$ cat src/rtl/pt_walker_pkg.sv
// Package: shared types and descriptor encodings for the table walker.
// Assumes descriptor type codes sit in bits [1:0] of every table word.
package pt_walker_pkg;

    typedef enum logic [2:0] {
        ST_IDLE,
        ST_L1_REQ,
        ST_L1_WAIT,
        ST_L2_REQ,
        ST_L2_WAIT,
        ST_DONE
    } walk_state_t;

    // Attributes reported with a translation.
    typedef struct packed {
        logic [1:0] ap;
        logic [3:0] domain;
        logic       cache;
        logic       buff;
    } walk_attr_t;

    localparam logic [1:0] L1_TYPE_COARSE  = 2'b01;
    localparam logic [1:0] L1_TYPE_SECTION = 2'b10;
    localparam logic [1:0] L2_TYPE_SMALL   = 2'b10;

endpackage

$ cat src/rtl/ptw_addr_gen.sv
// Module: forms the descriptor read address for either walk level.
// Assumes the first-level table is indexed by the section number and the
// second-level table by the page number within the section, word aligned.
module ptw_addr_gen #(
    parameter int AW         = 32,
    parameter int SEC_OFF_W  = 20,
    parameter int PAGE_OFF_W = 12
) (
    input  logic [SEC_OFF_W-3:0]                     ttb_hi,
    input  logic [AW-SEC_OFF_W-1:0]                  l1_idx,
    input  logic [AW-SEC_OFF_W+PAGE_OFF_W-3:0]       cbase,
    input  logic [SEC_OFF_W-PAGE_OFF_W-1:0]          l2_idx,
    input  logic                                     sel_l2,
    output logic [AW-1:0]                            addr
);
    logic [AW-1:0] l1_addr;
    logic [AW-1:0] l2_addr;

    // Splice base, index and word offset for each level.
    always_comb begin
        l1_addr = {ttb_hi, l1_idx, 2'b00};
        l2_addr = {cbase, l2_idx, 2'b00};
    end

    // Pick the level the walker is currently fetching.
    always_comb begin
        addr = sel_l2 ? l2_addr : l1_addr;
    end
endmodule

$ cat src/rtl/ptw_l1_decode.sv
// Module: decodes a first-level descriptor into type flags, section
// translation, attributes and the coarse table base.
// Assumes type in [1:0], C/B in [3:2], domain in [8:5], AP in [11:10].
module ptw_l1_decode
    import pt_walker_pkg::*;
#(
    parameter int AW         = 32,
    parameter int SEC_OFF_W  = 20,
    parameter int PAGE_OFF_W = 12
) (
    input  logic [AW-1:0]                        desc,
    input  logic [SEC_OFF_W-1:0]                 sec_off,
    output logic                                 is_section,
    output logic                                 is_coarse,
    output logic [AW-1:0]                        sec_pa,
    output walk_attr_t                           attr,
    output logic [AW-SEC_OFF_W+PAGE_OFF_W-3:0]   cbase
);
    localparam int CB_LSB = SEC_OFF_W - PAGE_OFF_W + 2;

    wire unused_l1_bits = desc[9] ^ desc[4];

    // Classify the descriptor by its type field.
    always_comb begin
        is_section = (desc[1:0] == L1_TYPE_SECTION);
        is_coarse  = (desc[1:0] == L1_TYPE_COARSE);
    end

    // Build section address, attributes and coarse table base.
    always_comb begin
        sec_pa      = {desc[AW-1:SEC_OFF_W], sec_off};
        attr.ap     = desc[11:10];
        attr.domain = desc[8:5];
        attr.cache  = desc[3];
        attr.buff   = desc[2];
        cbase       = desc[AW-1:CB_LSB];
    end
endmodule

$ cat src/rtl/ptw_l2_decode.sv
// Module: decodes a second-level entry as a small page or a fault.
// Assumes small page type 2'b10, AP in [5:4], C/B in [3:2]; the domain is
// inherited from the first-level descriptor.
module ptw_l2_decode
    import pt_walker_pkg::*;
#(
    parameter int AW         = 32,
    parameter int PAGE_OFF_W = 12
) (
    input  logic [AW-1:0]         entry,
    input  logic [PAGE_OFF_W-1:0] page_off,
    input  logic [3:0]            domain,
    output logic                  is_page,
    output logic [AW-1:0]         pa,
    output walk_attr_t            attr
);
    wire unused_l2_bits = ^entry[PAGE_OFF_W-1:6];

    // Recognise the only supported second-level type.
    always_comb begin
        is_page = (entry[1:0] == L2_TYPE_SMALL);
    end

    // Form page address and attributes.
    always_comb begin
        pa          = {entry[AW-1:PAGE_OFF_W], page_off};
        attr.ap     = entry[5:4];
        attr.domain = domain;
        attr.cache  = entry[3];
        attr.buff   = entry[2];
    end
endmodule

$ cat src/rtl/pt_walker.sv
// Module: two-level translation table walker, top level.
// Sequences one or two dependent descriptor reads per request, one walk at
// a time. Memory may answer any number of cycles after mem_req, but not in
// the same cycle. Results are registered and held until the next walk ends.
module pt_walker
    import pt_walker_pkg::*;
#(
    parameter int AW         = 32,
    parameter int SEC_OFF_W  = 20,
    parameter int PAGE_OFF_W = 12
) (
    input  logic          clk,
    input  logic          rst_n,
    input  logic          req_valid,
    input  logic [AW-1:0] req_va,
    input  logic [AW-1:0] req_ttb,
    output logic          busy,
    output logic          mem_req,
    output logic [AW-1:0] mem_addr,
    input  logic          mem_rvalid,
    input  logic [AW-1:0] mem_rdata,
    output logic          done,
    output logic [AW-1:0] res_pa,
    output logic [1:0]    res_ap,
    output logic [3:0]    res_domain,
    output logic          res_cache,
    output logic          res_buf,
    output logic          res_fault,
    output logic          res_fault_l2
);
    localparam int L1_IDX_W    = AW - SEC_OFF_W;
    localparam int L2_IDX_W    = SEC_OFF_W - PAGE_OFF_W;
    localparam int L1_BASE_LSB = L1_IDX_W + 2;
    localparam int L2_BASE_LSB = L2_IDX_W + 2;
    localparam int TTB_W       = AW - L1_BASE_LSB;
    localparam int CB_W        = AW - L2_BASE_LSB;

    walk_state_t      state_q;
    logic [AW-1:0]    va_q;
    logic [TTB_W-1:0] ttb_q;
    logic [CB_W-1:0]  cbase_q;
    logic [3:0]       dom_q;

    logic [AW-1:0]    pa_q;
    walk_attr_t       attr_q;
    logic             fault_q;
    logic             fault_l2_q;

    logic             l1_section;
    logic             l1_coarse;
    logic [AW-1:0]    l1_pa;
    walk_attr_t       l1_attr;
    logic [CB_W-1:0]  l1_cbase;
    logic             l2_page;
    logic [AW-1:0]    l2_pa;
    walk_attr_t       l2_attr;

    wire unused_ttb_low = ^req_ttb[L1_BASE_LSB-1:0];

    ptw_addr_gen #(
        .AW         (AW),
        .SEC_OFF_W  (SEC_OFF_W),
        .PAGE_OFF_W (PAGE_OFF_W)
    ) u_addr (
        .ttb_hi (ttb_q),
        .l1_idx (va_q[AW-1:SEC_OFF_W]),
        .cbase  (cbase_q),
        .l2_idx (va_q[SEC_OFF_W-1:PAGE_OFF_W]),
        .sel_l2 (state_q == ST_L2_REQ),
        .addr   (mem_addr)
    );

    ptw_l1_decode #(
        .AW         (AW),
        .SEC_OFF_W  (SEC_OFF_W),
        .PAGE_OFF_W (PAGE_OFF_W)
    ) u_l1 (
        .desc       (mem_rdata),
        .sec_off    (va_q[SEC_OFF_W-1:0]),
        .is_section (l1_section),
        .is_coarse  (l1_coarse),
        .sec_pa     (l1_pa),
        .attr       (l1_attr),
        .cbase      (l1_cbase)
    );

    ptw_l2_decode #(
        .AW         (AW),
        .PAGE_OFF_W (PAGE_OFF_W)
    ) u_l2 (
        .entry    (mem_rdata),
        .page_off (va_q[PAGE_OFF_W-1:0]),
        .domain   (dom_q),
        .is_page  (l2_page),
        .pa       (l2_pa),
        .attr     (l2_attr)
    );

    // Walk sequencing, request capture and result registers.
    always_ff @(posedge clk) begin
        if (!rst_n) begin
            state_q    <= ST_IDLE;
            va_q       <= '0;
            ttb_q      <= '0;
            cbase_q    <= '0;
            dom_q      <= '0;
            pa_q       <= '0;
            attr_q     <= '0;
            fault_q    <= 1'b0;
            fault_l2_q <= 1'b0;
        end else begin
            case (state_q)
                ST_IDLE: begin
                    if (req_valid) begin
                        va_q    <= req_va;
                        ttb_q   <= req_ttb[AW-1:L1_BASE_LSB];
                        state_q <= ST_L1_REQ;
                    end
                end
                ST_L1_REQ: state_q <= ST_L1_WAIT;
                ST_L1_WAIT: begin
                    if (mem_rvalid) begin
                        if (l1_section) begin
                            pa_q       <= l1_pa;
                            attr_q     <= l1_attr;
                            fault_q    <= 1'b0;
                            fault_l2_q <= 1'b0;
                            state_q    <= ST_DONE;
                        end else if (l1_coarse) begin
                            cbase_q <= l1_cbase;
                            dom_q   <= l1_attr.domain;
                            state_q <= ST_L2_REQ;
                        end else begin
                            pa_q       <= '0;
                            attr_q     <= '0;
                            fault_q    <= 1'b1;
                            fault_l2_q <= 1'b0;
                            state_q    <= ST_DONE;
                        end
                    end
                end
                ST_L2_REQ: state_q <= ST_L2_WAIT;
                ST_L2_WAIT: begin
                    if (mem_rvalid) begin
                        if (l2_page) begin
                            pa_q       <= l2_pa;
                            attr_q     <= l2_attr;
                            fault_q    <= 1'b0;
                            fault_l2_q <= 1'b0;
                        end else begin
                            pa_q       <= '0;
                            attr_q     <= '0;
                            fault_q    <= 1'b1;
                            fault_l2_q <= 1'b1;
                        end
                        state_q <= ST_DONE;
                    end
                end
                ST_DONE: state_q <= ST_IDLE;
                default: state_q <= ST_IDLE;
            endcase
        end
    end

    // Drive the handshake and result outputs from the walk state.
    always_comb begin
        busy         = (state_q != ST_IDLE);
        mem_req      = (state_q == ST_L1_REQ) || (state_q == ST_L2_REQ);
        done         = (state_q == ST_DONE);
        res_pa       = pa_q;
        res_ap       = attr_q.ap;
        res_domain   = attr_q.domain;
        res_cache    = attr_q.cache;
        res_buf      = attr_q.buff;
        res_fault    = fault_q;
        res_fault_l2 = fault_l2_q;
    end
endmodule

$ cat config.mk
export PLATFORM = sky130hd
export DESIGN_NAME = pt_walker
export DESIGN_NICKNAME = d
export VERILOG_FILES = /design/src/rtl/pt_walker_pkg.sv /design/src/rtl/ptw_addr_gen.sv /design/src/rtl/ptw_l1_decode.sv /design/src/rtl/ptw_l2_decode.sv /design/src/rtl/pt_walker.sv
export SDC_FILE = /design/constraint.sdc
export NUM_CORES = 1
export LEC_CHECK = 0
export BUFFER_PORTS_ARGS = -buffer_cell sky130_fd_sc_hd__buf_2
export CAP_MARGIN = 10
export CELL_PAD_IN_SITES_DETAIL_PLACEMENT = 0
export CELL_PAD_IN_SITES_GLOBAL_PLACEMENT = 1
export CORE_MARGIN = 2
export CORE_UTILIZATION = 35
export CTS_BUF_LIST = sky130_fd_sc_hd__clkbuf_4
export CTS_CLUSTER_DIAMETER = 50
export DETAILED_ROUTE_END_ITERATION = 6
export PLACE_DENSITY_LB_ADDON = 0.1
export SLEW_MARGIN = 0
export SYNTH_ARGS = -nofsm -noshare
export SYNTH_HDL_FRONTEND = slang
export SYNTH_SLANG_ARGS = --single-unit
$ cat constraint.sdc
create_clock -name clk -period 2.27 [get_ports clk]
set_clock_uncertainty 0.15 [all_clocks]
set_input_delay 0.3405 -clock clk [delete_from_list [all_inputs] [get_ports clk]]
set_output_delay 0.3405 -clock clk [all_outputs]
set_load 0.005 [all_outputs]
==> insert_results.sql, run 1 <==
INSERT INTO impl_metrics (metric_group, metric, value, unit) VALUES
('status', 'run_status', 'finished with violations', ''),
('status', 'failed_checks', 'setup timing', ''),
('finish', 'antenna-diode-count', '0', ''),
('placed_design', 'dpl_cell_area', '6130', 'µm²'),
('die', 'num_io_pins', '177', ''),
('logic_synthesis', 'post_synth_inst_count', '583', ''),
('global_route', 'first_pass_grt_wire_length', '24.6', 'mm'),
('critical_path', 'worst_ep_arrival_time', '1.87', 'ns'),
('placed_design', 'port-buffer-count', '159', ''),
('logic_synthesis', 'synth_enable_flop_cells', '0', ''),
('sta', 'setup_slack_of_the_critical_path_after_layout', '-0.0899', 'ns'),
('sta', 'worst_slew_pin_slew', '0.571', 'ns'),
('cts', 'cts.sink_count', '121', ''),
('power_and_ir_drop', 'max-vdd-ir-drop', '398', 'µV'),
('global_route', 'first_global_vias', '4938', ''),
('critical_path', 'r2r-end', 'res_buf', ''),
('placed_design', 'hpwl', '9.69', 'mm'),
('cts', 'cts_max_path_buffers', '2', ''),
('cts', 'cts_tree', 'done', ''),
('global_route', 'grt_max_degree', '47', ''),
('critical_path', 'endpoint_kind', 'primary output', ''),
('cts', 'numCtsBuffers', '17', ''),
('hold_path', 'worstHoldPathCells', '5', ''),
('finish', 'stdcell_area', '7390', 'µm²'),
('finish', 'register_area', '2430', 'µm²'),
('global_route', 'global_route.overflow_total', '0', ''),
('critical_path', 'cp_data_required_time', '1.78', 'ns'),
('critical_path', 'criticalPathCategory', 'reg2out', ''),
('power_and_ir_drop', 'leakage', '0.00333', 'µW'),
('job', 'cap_viol_max_count', '0', ''),
('sta', 'setup_viol', '30', ''),
('logic_synthesis', 'netlist.top_cell.by_area', 'sky130_fd_sc_hd__dfxtp_1', ''),
('die', 'dieHeight', '126', 'µm'),
('finish', 'number_of_nets_in_the_layout', '917', ''),
('logic_synthesis', 'syn_area', '5180', 'µm²'),
('logic_synthesis', 'synth.yosys.warnings', '0', ''),
('finish', 'multiInputGateArea', '2600', 'µm²'),
('sta', 'finalWorstPathRequiredPeriod', '2.36', 'ns'),
('placed_design', 'place_ws', '0.222', 'ns'),
('critical_path', 'worstSetupStartpointType', 'register', ''),
('sta', 'timing.final.crit_share', '1.04', ''),
('cts', 'cts_root_buf', 'sky130_fd_sc_hd__clkbuf_4', ''),
('sta', 'unrepaired_setup_endpoints_after_global_routing', 'true', ''),
('logic_synthesis', 'portion_of_synthesized_cell_area_occupied_by_the_leading_cell_type', '0.468', ''),
('logic_synthesis', 'yosysUniqueCellTypes', '30', ''),
('hold_path', 'hold_start', 'req_valid', ''),
('sta', 'hold_violations', '0', ''),
('finish', 'finish.utilization', '0.511', ''),
('cts', 'cts_max_level', '4', ''),
('critical_path', 'critical_path.reg2reg.startpoint', 'state_q[2]', ''),
('route', 'via_cell_ratio', '4.71', ''),
('route', 'routed_wl_per_cell', '15.0', 'µm'),
('power_and_ir_drop', 'power_density', '565', 'nW/µm²'),
('finish', 'post_route_cells_drive_above_1_share', '0.302', ''),
('logic_synthesis', 'number_of_flip_flops_and_latches_in_the_synthesized_netlist', '121', ''),
('finish', 'synthToLayoutAreaGrowth', '42.8', '%'),
('finish', 'fillers', '1447', ''),
('critical_path', 'largest_fanout_of_any_net_on_the_critical_path', '6', ''),
('placed_design', 'gpl_congestion', '0.805', ''),
('die', 'initial_utilization', '0.358', ''),
('hold_path', 'min_delay_worst_endpoint', 'state_q[0]', ''),
('cts', 'worst_skew_pair.late_latency', '0.50', 'ns'),
('route', 'detailedRoute.firstIterationViolations', '179', ''),
('placed_design', 'dp_cells', '895', ''),
('power_and_ir_drop', 'overall_power_after_layout', '4180', 'µW'),
('global_route', 'grt_antenna_before_repair', '0', ''),
('finish', 'finish.cell_count_without_fillers', '1012', ''),
('logic_synthesis', 'synth_top_cells_by_area', 'sky130_fd_sc_hd__dfxtp_1 (47%), sky130_fd_sc_hd__nand2_1 (15%), sky130_fd_sc_hd__mux2i_1 (8.1%), sky130_fd_sc_hd__mux2_2 (6.5%), sky130_fd_sc_hd__a21boi_0 (5.8%)', ''),
('critical_path', 'r2r_slack', '0.26', 'ns'),
('global_route', 'grtUsageTotal', '0.195', ''),
('die', 'fp-row-count', '44', '');
-- what timing repair did --
action | 4_1_cts | 5_1_grt
buffers inserted | 6 | 1
gates cloned | 2 | 0
setup endpoints to repair | 30 | 30
endpoints found under the hold margin | 100 | 0
resized for setup | 38 | 8
hold buffers | 80 | 0
-- registers in the layout (all words and copies together) (netlist names), 2 cells and up --
register and cells:
cbase_q 22, dom_q 4, res_ap 2, res_domain 4, res_pa 32, state_q 3
ttb_q 18, va_q 32
-- cell usage in the layout, fill, tap and decap left out, types with 4 or more instances in the layout --
cell type                       count
sky130_fd_sc_hd__mux2_4            18
sky130_fd_sc_hd__dlygate4sd3_1     80
sky130_fd_sc_hd__nand2_1          205
sky130_fd_sc_hd__o211ai_1          14
sky130_fd_sc_hd__mux2i_1           42
sky130_fd_sc_hd__dfxtp_1          118
sky130_fd_sc_hd__a21boi_1          37
sky130_fd_sc_hd__buf_4             19
sky130_fd_sc_hd__o31ai_1           14
sky130_fd_sc_hd__buf_2            146
sky130_fd_sc_hd__clkbuf_4          23
sky130_fd_sc_hd__mux2_2            12
sky130_fd_sc_hd__a21boi_0          40
sky130_fd_sc_hd__clkinv_1           4
sky130_fd_sc_hd__buf_6             14
-- synthesized netlist by cell type, types with 2 or more instances --
cell type                    n
sky130_fd_sc_hd__nand2_1   207
sky130_fd_sc_hd__dfxtp_1   121
sky130_fd_sc_hd__mux2i_1    42
sky130_fd_sc_hd__a21boi_0   40
sky130_fd_sc_hd__a21boi_1   37
sky130_fd_sc_hd__mux2_2     30
sky130_fd_sc_hd__clkbuf_1   28
sky130_fd_sc_hd__o211ai_1   14
sky130_fd_sc_hd__o31ai_1    14
sky130_fd_sc_hd__buf_2      12
sky130_fd_sc_hd__buf_4       5
sky130_fd_sc_hd__buf_6       4
sky130_fd_sc_hd__and2_1      3
sky130_fd_sc_hd__nand2b_1    3
sky130_fd_sc_hd__nor2b_1     3
sky130_fd_sc_hd__a21oi_1     2
sky130_fd_sc_hd__and2b_1     2
sky130_fd_sc_hd__nor2_1      2
sky130_fd_sc_hd__nor3b_1     2
sky130_fd_sc_hd__or3_1       2
-- logic make-up after synthesis --
family	count (synthesis)	synth area share
simple gates	228	0.177
flops	121	0.468
compound gates	111	0.160
mux	72	0.146
buf+inv	50	0.0486
other cells	1	0.000724
-- how the worst max path moves through the flow --
stage	startpoint	endpoint	slack, ns	depth (start not counted)
final	state_q[2]	mem_addr[22]	-0.09	6
after CTS	state_q[2]	mem_addr[10]	-0.17	6
after floorplan	state_q[2]	mem_addr[10]	0.56	4
after detailed placement	mem_rdata[1]	res_pa[30]	0.22	6
after global placement	mem_rdata[1]	res_pa[23]	0.28	6
after global routing	state_q[2]	mem_addr[22]	-0.21	6
-- critical path, cell delays in order, from the launching register on --
cell	delay, ns
sky130_fd_sc_hd__dfxtp_4	0.35
sky130_fd_sc_hd__and2b_2	0.24
sky130_fd_sc_hd__nand2_4	0.07
sky130_fd_sc_hd__buf_12	0.15
sky130_fd_sc_hd__buf_16	0.14
sky130_fd_sc_hd__mux2_4	0.30
sky130_fd_sc_hd__buf_6	0.12
-- per-stage QoR --
step,TNS (ns),hold WS (ns)
finish,-1.81,0.188
floorplan,0,0.282
CTS,-4.59,0.141
global placement,0,0.290
detailed placement,0,0.294
global route,-5.54,0.162
-- power by group --
part / leakage [µW] / switching [µW] / total (µW) / internal (µW)
registers: 0.000985 / 48.9 / 2250 / 2200
logic: 0.00222 / 344 / 727 / 384
clock network: 0.000124 / 727 / 1200 / 475
-- area by class of cell --
cell class                      count  area share
Multi-Input combinational cell    413       0.352
Sequential cell                   121       0.329
Timing Repair Buffer              263       0.261
Tap cell                          184      0.0311
Clock buffer                       23      0.0234
Clock inverter                      7     0.00406
Inverter                            1    0.000508
-- layer usage --
metal / global-route usage / wire length (µm) / vias to the layer above
met5: 0 / 0 / -
met4: 0.0497 / 132 / 0
met3: 0.0616 / 806 / 8
met2: 0.324 / 7200 / 105
met1: 0.247 / 7010 / 2238
li1: - / - / 2414
Note: power is estimated with default switching activity, not from simulation.
==> run 2, diff against run 1 <==
CTS_BUF_LIST = unset   (was sky130_fd_sc_hd__clkbuf_4)
==> run 2 against run 1 <==
Effect of this change:
- the flow now finishes without violations
- cell count fell by 7.3%
- critical path type unchanged
- sequential power barely moved
- largest power group is now the clock network
- critical path depth did not move
- clock-buffer cell count rose by 4
- non-clock buffer count fell by 75
- routed wire length fell by 2.7%
- via count fell by 5.2%
==> insert_results.sql, run 2 (same netlist as run 1, synthesis figures left out) <==
INSERT INTO impl_metrics (metric_group, metric, value, unit) VALUES
('route', 'wl', '14.7', 'mm'),
('sta', 'timing.final.crit_share', '0.999', ''),
('route', 'route.antenna.remaining_nets', '0', ''),
('critical_path', 'crit_path_max_incr_delay', '0.34', 'ns'),
('power_and_ir_drop', 'leakage', '0.00319', 'µW'),
('finish', 'post_route_cells_drive_above_1_share', '0.331', ''),
('critical_path', 'cell_repeated_most_along_the_worst_path', 'sky130_fd_sc_hd__buf_6', ''),
('critical_path', 'worstSetupStartpointType', 'register', ''),
('placed_design', 'hpwl', '9.69', 'mm'),
('cts', 'cts_max_path_buffers', '2', ''),
('power_and_ir_drop', 'switching_fraction_of_total_power', '0.239', ''),
('critical_path', 'criticalPathCategory', 'reg2out', ''),
('finish', 'finish.utilization', '0.487', ''),
('global_route', 'global_route.overflow_total', '0', ''),
('cts', 'worst_skew_pair.late_latency', '0.41', 'ns'),
('critical_path', 'endpoint_kind', 'primary output', ''),
('finish', 'mostFrequentLayoutCell', 'sky130_fd_sc_hd__nand2_1', ''),
('sta', 'hold_violations', '0', ''),
('critical_path', 'r2r-end', 'res_buf', ''),
('critical_path', 'largest_fanout_of_any_net_on_the_critical_path', '6', ''),
('sta', 'unrepaired_setup_endpoints_after_global_routing', 'true', ''),
('global_route', 'grt_antenna_before_repair', '0', ''),
('hold_path', 'min_delay_worst_endpoint', 'va_q[5]', ''),
('sta', 'achievable-frequency', '441', 'MHz'),
('die', 'num_io_pins', '177', ''),
('die', 'floorplan_die_width', '126', 'µm'),
('global_route', 'grtUsageTotal', '0.190', ''),
('power_and_ir_drop', 'overall_power_after_layout', '5280', 'µW'),
('power_and_ir_drop', 'net-switching-power', '1260', 'µW'),
('finish', 'fillers', '1464', ''),
('critical_path', 'reg2regPathDepth', '6', ''),
('critical_path', 'slowest_stage', 'sky130_fd_sc_hd__dfxtp_4', ''),
('critical_path', 'r2r_slack', '0.26', 'ns'),
('hold_path', 'hold_start', 'req_va[5]', ''),
('hold_path', 'min-delay-path-class', 'in2reg', ''),
('route', 'vias', '4517', ''),
('sta', 'setup_viol', '0', ''),
('cts', 'numCtsBuffers', '17', ''),
('power_and_ir_drop', 'max-vdd-ir-drop', '529', 'µV'),
('job', 'cap_viol_max_count', '0', ''),
('die', 'fp.coreArea', '14500', 'µm²'),
('cts', 'cts.sink_count', '121', ''),
('finish', 'layout_common_cells', 'sky130_fd_sc_hd__nand2_1 (205), sky130_fd_sc_hd__buf_2 (138), sky130_fd_sc_hd__dfxtp_1 (118)', ''),
('global_route', 'globalRoute.busiestLayer', 'met2', ''),
('route', 'residual_drc_count', '0', ''),
('cts', 'cts_max_level', '4', ''),
('die', 'die_area', '15800', 'µm²'),
('critical_path', 'worst_ep_arrival_time', '1.78', 'ns'),
('sta', 'worst_slew_pin_slew', '0.586', 'ns'),
('route', 'via_cell_ratio', '4.82', ''),
('global_route', 'use_met3', '0.0684', ''),
('cts', 'clk_pin_slew', '0.05', 'ns'),
('cts', 'cts_root_buf', 'sky130_fd_sc_hd__clkbuf_16', ''),
('finish', 'number_of_nets_in_the_layout', '842', ''),
('sta', 'normalized_max_slew_margin', '0.608', ''),
('global_route', 'first_pass_grt_wire_length', '23.6', 'mm'),
('critical_path', 'critical_path_cell_by_cell', 'and2b_2, nand2_4, buf_6, buf_12, mux2_4, buf_6', ''),
('power_and_ir_drop', 'power_frac_comb', '0.121', ''),
('global_route', 'met2_usage', '0.304', ''),
('cts', 'cts_tree', 'done', ''),
('die', 'initial_utilization', '0.358', ''),
('status', 'run_status', 'completed', ''),
('route', 'first_pass_iters', '4', ''),
('placed_design', 'gpl_congestion', '0.805', ''),
('sta', 'finalWorstPathRequiredPeriod', '2.27', 'ns'),
('power_and_ir_drop', 'power_frac_seq', '0.428', ''),
('power_and_ir_drop', 'power_frac_clock', '0.451', ''),
('die', 'dieHeight', '126', 'µm'),
('global_route', 'first_global_vias', '4630', ''),
('power_and_ir_drop', 'power_density', '749', 'nW/µm²'),
('route', 'routed_wl_per_cell', '15.7', 'µm'),
('sta', 'slew_violations', '0', ''),
('global_route', 'grtUsageMet1', '0.240', ''),
('critical_path', 'cp_data_required_time', '1.78', 'ns'),
('power_and_ir_drop', 'p_int', '4010', 'µW'),
('hold_path', 'worstHoldPathCells', '3', ''),
('route', 'detailedRoute.firstIterationViolations', '171', ''),
('placed_design', 'port-buffer-count', '159', ''),
('die', 'fp-row-count', '44', ''),
('critical_path', 'critical_path.reg2reg.startpoint', 'state_q[1]', ''),
('finish', 'synthToLayoutAreaGrowth', '36.1', '%'),
('sta', 'fin_tns_setup', '0', 'ns'),
('global_route', 'grt_max_degree', '47', '');
## run 2: worst max path at each step
stage / slack (ns) / end / start
floorplan: 0.56 / mem_addr[10] / state_q[2]
global placement: 0.28 / res_pa[23] / mem_rdata[1]
detailed placement: 0.22 / res_pa[30] / mem_rdata[1]
CTS: -0.07 / mem_addr[21] / state_q[2]
global route: -0.06 / mem_addr[17] / state_q[2]
finish: 0.002 / mem_addr[13] / state_q[2]
## run 2: per-layer routing
layer / up-vias / routed length, µm
met5: - / 0
li1: 2270 / -
met3: 16 / 964
met2: 112 / 6910
met1: 2119 / 6660
met4: 0 / 206
## run 2: critical path: cells and delay by family, from the launching register on
family	cells	cell delay [ns]
buffers and inverters	3	0.40
DFF	1	0.34
muxes	1	0.31
and+or+nand+nor	2	0.32
## run 2: cell type report
type                       count  area [µm²]  area share
clock buffer                  27         503      0.0714
sequential                   121        2430       0.345
antenna                        1        2.50    0.000355
inverter                       1        3.75    0.000533
timing repair buffer         188        1250       0.177
clock inverter                 3        15.0     0.00213
multi-input combinational    413        2610       0.371
tap                          184         230      0.0327
## run 2: power groups by stage
stage / Combinational (µW) / Sequential [µW] / Clock, µW
final: 641 / 2260 / 2380
after global routing: 710 / 2270 / 2540
after CTS: 615 / 2250 / 2450
after detailed placement: 570 / 2300 / 0
after global placement: 559 / 2300 / 0
after floorplan: 341 / 2280 / 0
## run 2: metrics by stage
stage	setup slack (ns)	hold slack [ns]	instance area, µm²	std cells
2_1_floorplan	0.558	0.282	5180	584
3_3_place_gp	0.276	0.290	6130	895
3_5_place_dp	0.222	0.294	6130	895
4_1_cts	-0.0688	0.000253	6870	935
5_1_grt	-0.0586	0.00902	7050	937
6_report	0.00172	0.0176	7050	938
## run 2: repair_timing
item | 4_1_cts | 5_1_grt
pin swaps | 0 | 1
gates cloned | 2 | 1
hold endpoints to repair | 4 | 0
resized for setup | 23 | 30
buffers inserted | 5 | 1
hold buffers | 4 | 0
setup endpoints to repair | 30 | 30
